`src/rtl/mode_pkg.sv`:
```
package mode_pkg;
  localparam int CODE_W = 4;

  typedef enum logic [CODE_W-1:0] {
    MD_POR     = 4'h0,
    MD_OFS     = 4'h1,
    MD_OFF     = 4'h2,
    MD_DOFS    = 4'h3,
    MD_MPR     = 4'h4,
    MD_SWIPE   = 4'h5,
    MD_ATR     = 4'h6,
    MD_WAKE    = 4'h7,
    MD_EXTRACT = 4'hC,
    MD_ERASE   = 4'hD
  } mode_e;

  localparam logic [CODE_W-1:0] CMD_GO_OFS = 4'h1;
  localparam logic [CODE_W-1:0] CMD_GO_OFF = 4'h2;
  localparam logic [CODE_W-1:0] CMD_GO_ATR = 4'h6;

  typedef struct packed {
    logic  ok;
    mode_e mode;
  } hw_map_t;

  // Whitelist of legal source modes per command
  function automatic logic cmd_allowed(input logic [CODE_W-1:0] code, input mode_e st);
    case (code)
      CMD_GO_OFS: return (st == MD_OFF) || (st == MD_ATR);
      CMD_GO_OFF: return (st == MD_EXTRACT) || (st == MD_ATR);
      CMD_GO_ATR: return (st == MD_OFF) || (st == MD_EXTRACT);
      default:    return 1'b0;
    endcase
  endfunction

  // Mode entered right after acceptance
  function automatic mode_e cmd_dest(input logic [CODE_W-1:0] code);
    case (code)
      CMD_GO_OFS: return MD_OFS;
      CMD_GO_OFF: return MD_OFF;
      CMD_GO_ATR: return MD_ATR;
      default:    return MD_POR;
    endcase
  endfunction

  // Mode at which the requested transition counts as complete
  function automatic mode_e cmd_final(input logic [CODE_W-1:0] code);
    if (code == CMD_GO_OFS) return MD_OFF;
    return cmd_dest(code);
  endfunction

  // Hardware load decode; the duplicate erase code folds onto 1101
  function automatic hw_map_t hw_map(input logic [CODE_W-1:0] code);
    hw_map_t r;
    case (code)
      4'h0, 4'h1, 4'h2, 4'h3, 4'h4, 4'h5, 4'h6, 4'h7, 4'hC, 4'hD: begin
        r.ok   = 1'b1;
        r.mode = mode_e'(code);
      end
      4'hF: begin
        r.ok   = 1'b1;
        r.mode = MD_ERASE;
      end
      default: begin
        r.ok   = 1'b0;
        r.mode = MD_POR;
      end
    endcase
    return r;
  endfunction
endpackage

```
`src/rtl/mode_cmd_decode.sv`:
```
module mode_cmd_decode
  import mode_pkg::*;
(
  input  logic              clk,
  input  logic              rst_n,
  input  logic              cmd_wr,
  input  logic [CODE_W-1:0] cmd_code,
  input  mode_e             cur_mode,
  output logic              cmd_hit,
  output logic              cmd_ok,
  output mode_e             cmd_tgt
);
  assign cmd_hit = cmd_wr;
  assign cmd_ok  = cmd_wr && cmd_allowed(cmd_code, cur_mode);
  assign cmd_tgt = cmd_dest(cmd_code);

  AST_OK_SOURCE: assert property (@(posedge clk) disable iff (!rst_n)
    cmd_ok |-> (cur_mode == MD_OFF || cur_mode == MD_ATR || cur_mode == MD_EXTRACT));
  AST_OK_KNOWN_CODE: assert property (@(posedge clk) disable iff (!rst_n)
    cmd_ok |-> (cmd_tgt == MD_OFS || cmd_tgt == MD_OFF || cmd_tgt == MD_ATR));
endmodule

```
`src/rtl/mode_fsm.sv`:
```
module mode_fsm
  import mode_pkg::*;
(
  input  logic              clk,
  input  logic              rst_n,
  input  logic              reset_done,
  input  logic              offset_done,
  input  logic              hw_evt,
  input  logic [CODE_W-1:0] hw_code,
  input  logic              cmd_hit,
  input  logic              cmd_ok,
  input  mode_e             cmd_tgt,
  output mode_e             mode,
  output logic              evt_step,
  output logic              hw_load,
  output logic              cmd_take
);
  hw_map_t hwm;
  mode_e   mode_nx;

  assign hwm      = hw_map(hw_code);
  assign evt_step = ((mode == MD_POR) && reset_done) || ((mode == MD_OFS) && offset_done);
  assign hw_load  = hw_evt && hwm.ok && !evt_step;
  assign cmd_take = cmd_ok && !evt_step && !hw_load;

  always_comb begin
    mode_nx = mode;
    if (evt_step)      mode_nx = MD_OFF;
    else if (hw_load)  mode_nx = hwm.mode;
    else if (cmd_take) mode_nx = cmd_tgt;
  end

  always_ff @(posedge clk or negedge rst_n) begin
    if (!rst_n) mode <= MD_POR;
    else        mode <= mode_nx;
  end

  AST_POR_EXIT: assert property (@(posedge clk) disable iff (!rst_n)
    (mode == MD_POR && reset_done) |=> mode == MD_OFF);
  AST_OFS_EXIT: assert property (@(posedge clk) disable iff (!rst_n)
    (mode == MD_OFS && offset_done) |=> mode == MD_OFF);
  AST_CMD_MOVE: assert property (@(posedge clk) disable iff (!rst_n)
    cmd_take |=> mode == $past(cmd_tgt));
  AST_REJECT_HOLD: assert property (@(posedge clk) disable iff (!rst_n)
    (cmd_hit && !cmd_ok && !evt_step && !hw_load) |=> $stable(mode));
  AST_HW_LOAD: assert property (@(posedge clk) disable iff (!rst_n)
    hw_load |=> mode == $past(hwm.mode));
  AST_NO_DUP_CODE: assert property (@(posedge clk) disable iff (!rst_n)
    mode != 4'hF);
  AST_EVT_FIRST: assert property (@(posedge clk) disable iff (!rst_n)
    (evt_step && (hw_evt || cmd_hit)) |=> mode == MD_OFF);
endmodule

```
`src/rtl/mode_cmd_track.sv`:
```
module mode_cmd_track
  import mode_pkg::*;
#(
  parameter int DATA_W   = 16,
  parameter int CODE_LSB = 12
) (
  input  logic              clk,
  input  logic              rst_n,
  input  logic              cmd_take,
  input  logic [CODE_W-1:0] cmd_code,
  input  logic              hw_load,
  input  mode_e             mode,
  output logic [DATA_W-1:0] readback
);
  logic [CODE_W-1:0] pend;
  logic              done_hit;

  assign done_hit = (pend != '0) && (mode == cmd_final(pend));

  always_ff @(posedge clk or negedge rst_n) begin
    if (!rst_n)        pend <= '0;
    else if (cmd_take) pend <= cmd_code;
    else if (hw_load)  pend <= '0;
    else if (done_hit) pend <= '0;
  end

  always_comb begin
    readback = '0;
    readback[CODE_LSB +: CODE_W] = pend;
  end

  AST_RB_CAPTURE: assert property (@(posedge clk) disable iff (!rst_n)
    cmd_take |=> readback == (DATA_W'($past(cmd_code)) << CODE_LSB));
  AST_RB_CLEAR: assert property (@(posedge clk) disable iff (!rst_n)
    ((done_hit || hw_load) && !cmd_take) |=> readback == '0);
endmodule

```
`src/rtl/mode_ctrl.sv`:
```
module mode_ctrl
  import mode_pkg::*;
#(
  parameter int DATA_W   = 16,
  parameter int CODE_LSB = 12
) (
  input  logic              clk,
  input  logic              rst_n,
  input  logic              cmd_wr,
  input  logic [3:0]        cmd_code,
  input  logic              reset_done,
  input  logic              offset_done,
  input  logic              hw_evt,
  input  logic [3:0]        hw_code,
  output logic [3:0]        mode_code,
  output logic [DATA_W-1:0] cmd_readback
);
  mode_e mode;
  mode_e cmd_tgt;
  logic  cmd_hit, cmd_ok, evt_step, hw_load, cmd_take;

  mode_cmd_decode u_dec (
    .clk      (clk),
    .rst_n    (rst_n),
    .cmd_wr   (cmd_wr),
    .cmd_code (cmd_code),
    .cur_mode (mode),
    .cmd_hit  (cmd_hit),
    .cmd_ok   (cmd_ok),
    .cmd_tgt  (cmd_tgt)
  );

  mode_fsm u_fsm (
    .clk         (clk),
    .rst_n       (rst_n),
    .reset_done  (reset_done),
    .offset_done (offset_done),
    .hw_evt      (hw_evt),
    .hw_code     (hw_code),
    .cmd_hit     (cmd_hit),
    .cmd_ok      (cmd_ok),
    .cmd_tgt     (cmd_tgt),
    .mode        (mode),
    .evt_step    (evt_step),
    .hw_load     (hw_load),
    .cmd_take    (cmd_take)
  );

  mode_cmd_track #(.DATA_W(DATA_W), .CODE_LSB(CODE_LSB)) u_trk (
    .clk      (clk),
    .rst_n    (rst_n),
    .cmd_take (cmd_take),
    .cmd_code (cmd_code),
    .hw_load  (hw_load),
    .mode     (mode),
    .readback (cmd_readback)
  );

  assign mode_code = mode;
endmodule

```
`config.mk`:
```
export PLATFORM = sky130hd
export DESIGN_NAME = mode_ctrl
export DESIGN_NICKNAME = d
export VERILOG_FILES = /design/src/rtl/mode_pkg.sv /design/src/rtl/mode_cmd_decode.sv /design/src/rtl/mode_fsm.sv /design/src/rtl/mode_cmd_track.sv /design/src/rtl/mode_ctrl.sv
export SDC_FILE = /design/constraint.sdc
export NUM_CORES = 1
export LEC_CHECK = 0
export BUFFER_PORTS_ARGS = -buffer_cell sky130_fd_sc_hd__buf_4
export CAP_MARGIN = 10
export CORE_MARGIN = 10
export CORE_UTILIZATION = 51
export CTS_BUF_LIST = sky130_fd_sc_hd__clkbuf_4 sky130_fd_sc_hd__clkbuf_8
export CTS_CLUSTER_DIAMETER = 40
export DETAILED_ROUTE_END_ITERATION = 7
export PLACE_DENSITY = 0.89
export SLEW_MARGIN = 20
export SYNTH_ARGS = -nofsm -noshare
export SYNTH_HDL_FRONTEND = slang
export SYNTH_SLANG_ARGS = --single-unit
```
`constraint.sdc`:
```
create_clock -name clk -period 4.86 [get_ports clk]
set_clock_uncertainty 0.1 [all_clocks]
set_input_delay 1.458 -clock clk [delete_from_list [all_inputs] [get_ports clk]]
set_output_delay 1.458 -clock clk [all_outputs]
set_load 0.005 [all_outputs]
```
== Word-level counts from Yosys, hierarchy flattened ==
Index checks and enable logic that the tools add are counted.

* Memory bits (writable): 0
* Bits in read-only memories: 0
* Logic and storage cells: 56
* Bits in latches: 0
* Memories kept: 0
* Flip-flop bits (word level): 8
* Output and inout bits: 20
* Input bits: 14

* Shift operators: 0
* Multipliers: 0
* Reduce and logical (&&, ||, !) cells: 20
* Divide/modulo/power cells: 0
* Eq/ne operators: 21
* $add $sub $neg: 0
* Mux-type cells: 13
* Bitwise operators: 0
* Order comparisons: 0

{| class="wikitable"
|+ Operators by type and width
! operator !! number
|-
| 4-bit 2-to-1 mux || 8
|-
| 4-bit by 3-bit equality test with 1-bit output, second input constant || 7
|-
| 4-bit by 2-bit equality test with 1-bit output, second input constant || 5
|-
| 3-bit case mux with 3 select lines || 2
|-
| 4-bit by 1-bit equality test with 1-bit output, second input constant || 4
|-
| 4-bit equality test, second input constant || 4
|-
| 5-bit case mux with 2 select lines || 1
|-
| 10-bit OR reduction || 1
|-
| 1-bit logical AND || 8
|-
| 4-bit logical NOT || 2
|-
| 3-bit nonzero test || 2
|-
| 4-bit equality test || 1
|-
| 1-bit logical OR || 4
|-
| 4-bit nonzero test || 1
|-
| 1-bit case mux with 3 select lines || 1
|-
| 1-bit logical NOT || 2
|-
| 1-bit 2-to-1 mux || 1
|}

== Depth between registers and ports, before layout ==
* Depth after elaboration: 10
* Gate-level depth with buffers: 6
* Mapped depth without buffers: 5

== Cells and area by module ==
A second synthesis with hierarchy kept.

* Cells, all modules: 82
* Area total of the unflattened synthesis: 724.4 µm²

{| class="wikitable"
|+ Modules (own cells, without submodules)
! module !! seq. area each (µm²) !! cells an instance !! area each (µm²) !! times used
|-
| mode_cmd_track || 100.1 || 39 || 336.6 || 1
|-
| mode_fsm || 100.1 || 28 || 284.0 || 1
|-
| mode_cmd_decode || 0.0 || 15 || 103.8 || 1
|}

== Least setup slack after synthesis ==
Ideal clock, no wire load.

* Path type: input-to-reg
* Start: in cmd_code[3]
* End: reg u_fsm.mode[2]
* Cell stages on the path: 5
* Arrival time: 2,869 ps
* Path buffers: 0
* Setup slack: 1,763 ps
* Path through: or4b_1 a211oi_2 o2111a_2 or2_4 mux2_1

* Cells in the longest elaborated chain, start to end: 6

{| class="wikitable"
|+ Ends and longest elaborated chain
! what !! line !! RTL
|-
| start: declaration || mode_ctrl.sv:10 || <nowiki>input logic [3:0] cmd_code,</nowiki>
|-
| 4-bit by 3-bit equality test with 1-bit output (tied with other cells) || mode_pkg.sv:28, mode_pkg.sv:38 ||
|-
| 1-bit case mux with 3 select lines || mode_pkg.sv:28 || <nowiki>case (code)</nowiki>
|-
| 1-bit logical AND || mode_cmd_decode.sv:14 || <nowiki>assign cmd_ok = cmd_wr && cmd_allowed(cmd_code, cur_mode);</nowiki>
|-
| 1-bit logical AND (2 in series) || mode_fsm.sv:24 || <nowiki>assign cmd_take = cmd_ok && !evt_step && !hw_load;</nowiki>
|-
| 3-bit nonzero test (no line) || - ||
|-
| end signal: assignment || mode_fsm.sv:35 || <nowiki>else mode <= mode_nx;</nowiki>
|-
| end: declaration || mode_fsm.sv:13 || <nowiki>output mode_e mode,</nowiki>
|}

Parallel ways exist; a longest one is shown, timed or not. The select of a mux whose other input is x is not followed.
A chain may end at the register's enable or synchronous reset.

== Final worst setup path ==
Same ends and word-level chain as after synthesis.

==> results.sh <==
export IMPL_dr_first_iter_drc_count=16
export IMPL_seq_area_um2=200.2
export IMPL_synthCells=82
export IMPL_die_w_um=57.85
export IMPL_dp_cells=116
export IMPL_cts_setup_buffers=0
export IMPL_maxCapViolCount=0
export IMPL_clkPwrFrac_pct=22.9
export IMPL_fmax_mhz=326.1
export IMPL_worst_slew_pin_slew_ns=0.7419
export IMPL_cts_sinks=8
export IMPL_net_switching_power_uw=70.38
export IMPL_cts_tree="yes"
export IMPL_dp_hpwl_mm=1.694
export IMPL_worstSetupPathType="in -> reg"
export IMPL_synth_top_area_share_pct=27.40
export IMPL_start_util_pct=54.78
export IMPL_cp_required_ns=4.88
export IMPL_antenna_found_initial=0
export IMPL_p_per_area_nw_per_um2=240.2
export IMPL_grt_pass1_wl_mm=3.498
export IMPL_diodes=0
export IMPL_clock_root_buffer="clkbuf_4"
export IMPL_drv_slew=0
export IMPL_ir_drop_uv=261.7
export IMPL_clk_path_buf_depth=2
export IMPL_synth_top_area_cell="dfrtp_1"
export IMPL_clkLatencyLatePin_ns=0.24
export IMPL_drtAntennaViolNets=0
export IMPL_grt_max_degree=10
export IMPL_status="completed"
export IMPL_critPathLaunchType="primary input"
export IMPL_die_h_um=57.85
export IMPL_fillCellCount=122
export IMPL_synth_edf_count=0
export IMPL_core_area_um2=1334
export IMPL_power_frac_seq_pct=43.8
export IMPL_syn_cell_area_um2=730.7
export IMPL_final_util_pct=65.48
export IMPL_combPwrFrac_pct=33.4
export IMPL_slew_limit_headroom_pct=50.08
export IMPL_area_delta_synth_final_pct=19.52
export IMPL_dieArea_um2=3347
export IMPL_post_cts_resized=0
export IMPL_p_leak_nw=0.4262
export IMPL_grt_pass1_vias=748
export IMPL_viasPerCell=5.975
export IMPL_vias=711
export IMPL_intPower_uw=139.4
export IMPL_ys_flop_type="dfrtp_1"
export IMPL_yosys_warnings=0
export IMPL_postCtsHoldBufs=0
export IMPL_period_needed_ns=3.067
export IMPL_grt_use_total_pct=13.01
export IMPL_period_share_pct=63.11
export IMPL_nets=120
export IMPL_end_kind="flop"
export IMPL_rows=13
export IMPL_path_max_fanout=9
export IMPL_gp_congestion=0.8905
export IMPL_ys_seq_elements=8
export IMPL_hold_class="reg -> reg"
export IMPL_crit_arrival_ns=3.09
export IMPL_wirelength_mm=2.047
export IMPL_avgSynthCellArea_um2=8.911
export IMPL_synth_area_leaders="dfrtp_1, buf_4, inv_1"
export IMPL_overflow=0
export IMPL_setup_tns_ns=0
export IMPL_swShare_pct=33.56
export IMPL_htree_levels=1
export IMPL_avgRoutedWirePerCell_um=17.20
export IMPL_drive_above_1_share_pct=33.65
export IMPL_clkTransAtPathRegs_ns=0.05
export IMPL_port_buffers=21
export IMPL_finalHoldViolCount=0
export IMPL_io_pins=34
export IMPL_numCtsBuffers=3
export IMPL_rsz0062_at_grt="no"
export IMPL_firstDrtPassIters=4
export IMPL_synthArstFlopShare_pct=100.0
export IMPL_post_layout_nonfiller_instances=119
export IMPL_setup_viol=0
export IMPL_drc=0
export IMPL_ys_types=42
export IMPL_yosysSeqAreaShare_pct=27.40
export IMPL_multi_input_area_um2=451.7
[Yosys cell counts (2+ instances only)]
master	instances
buf_4	13
dfrtp_1	8
and3_2	2
nor2b_1	2
inv_1	6
nand2b_1	2
o21ai_0	3
nor3_1	3
nand2_1	2
a21oi_1	3
a31o_2	2
nand3b_1	2
nor2_1	4
or4b_1	2
[power by group through the flow]
stage	registers [mW]	clock network, mW	logic [mW]
floorplan	0.0853	0	0.0499
global placement	0.0923	0	0.0672
detailed placement	0.0930	0	0.0694
CTS	0.0918	0.0511	0.0699
global route	0.0943	0.0565	0.0779
finish	0.0918	0.0479	0.0700
[final timing paths]
kind / startpoint / endpoint / slack (ns) / cells after the start
worst min register to register: u_trk.pend[0]$_DFFE_PN0P_ / u_trk.pend[0]$_DFFE_PN0P_ / 0.52 / 1
worst max register to register: u_fsm.mode[0]$_DFFE_PN0P_ / u_fsm.mode[2]$_DFFE_PN0P_ / 2.64 / 5
worst min-delay path: u_trk.pend[0]$_DFFE_PN0P_ / u_trk.pend[0]$_DFFE_PN0P_ / 0.52 / 1
min in group asynchronous: rst_n / u_fsm.mode[0]$_DFFE_PN0P_ / 0.92 / 1
max in group asynchronous: rst_n / u_trk.pend[3]$_DFFE_PN0P_ / 3.62 / 1
worst max-delay path: cmd_code[3] / u_fsm.mode[2]$_DFFE_PN0P_ / 1.79 / 6
[per-stage QoR]
stage	setup WS (ns)	total power [mW]	instance area (um^2)	hold WS (ns)
finish	1.793	0.2097	873.3	0.5203
global route	1.764	0.2287	873.3	0.5714
CTS	1.812	0.2129	873.3	0.5217
detailed placement	1.555	0.1624	850.8	0.5079
global placement	1.600	0.1596	850.8	0.4987
floorplan	1.763	0.1352	772.0	0.4666
[critical path, cell delays in order]
cell and delay (ns):
buf_4 0.13, or4b_1 0.51, a211oi_2 0.22, o2111a_2 0.31, or2_4 0.15, mux2_1 0.31
[cell usage in the layout (no fill, tap or decap), types with 2 or more instances in the layout]
cell,count
nor3_1,3
clkbuf_4,3
nor2b_1,2
nand3b_1,2
nand2_1,2
nor2_1,4
and3_2,2
o21ai_0,3
inv_1,6
a31o_2,2
or4b_1,2
conb_1,12
buf_4,21
dfrtp_1,8
nand2b_1,2
a21oi_1,3
[cell type report]
cell class	instances	share of cell area [%]
clock buffer	3	2.579
sequential	8	22.92
multi-input combinational	66	51.72
inverter	6	2.579
tap	15	2.149
timing repair buffer	21	18.05
[per-layer routing]
metal	up-vias	part of all wire [%]	GRT usage [%]
met5	-	0	0
li1	334	-	-
met3	4	7.6	6.972
met4	0	2.1	6.711
met2	36	52	22.09
met1	337	38	12.47
[flip-flops by register name, indices dropped and copies added, names as in the netlist]
name / count
u_trk.pend: 4
u_fsm.mode: 4
[cells by family after synthesis]
family                    synth area share, %
xor gates and xnor gates                1.199
muxes                                   2.911
other                                  0.5132
and+or+nand+nor                         26.20
buffers and inverters                   16.44
AOI/OAI and AO/OA                       25.34
DFF                                     27.40
Note: power is estimated with default switching activity, not from simulation.
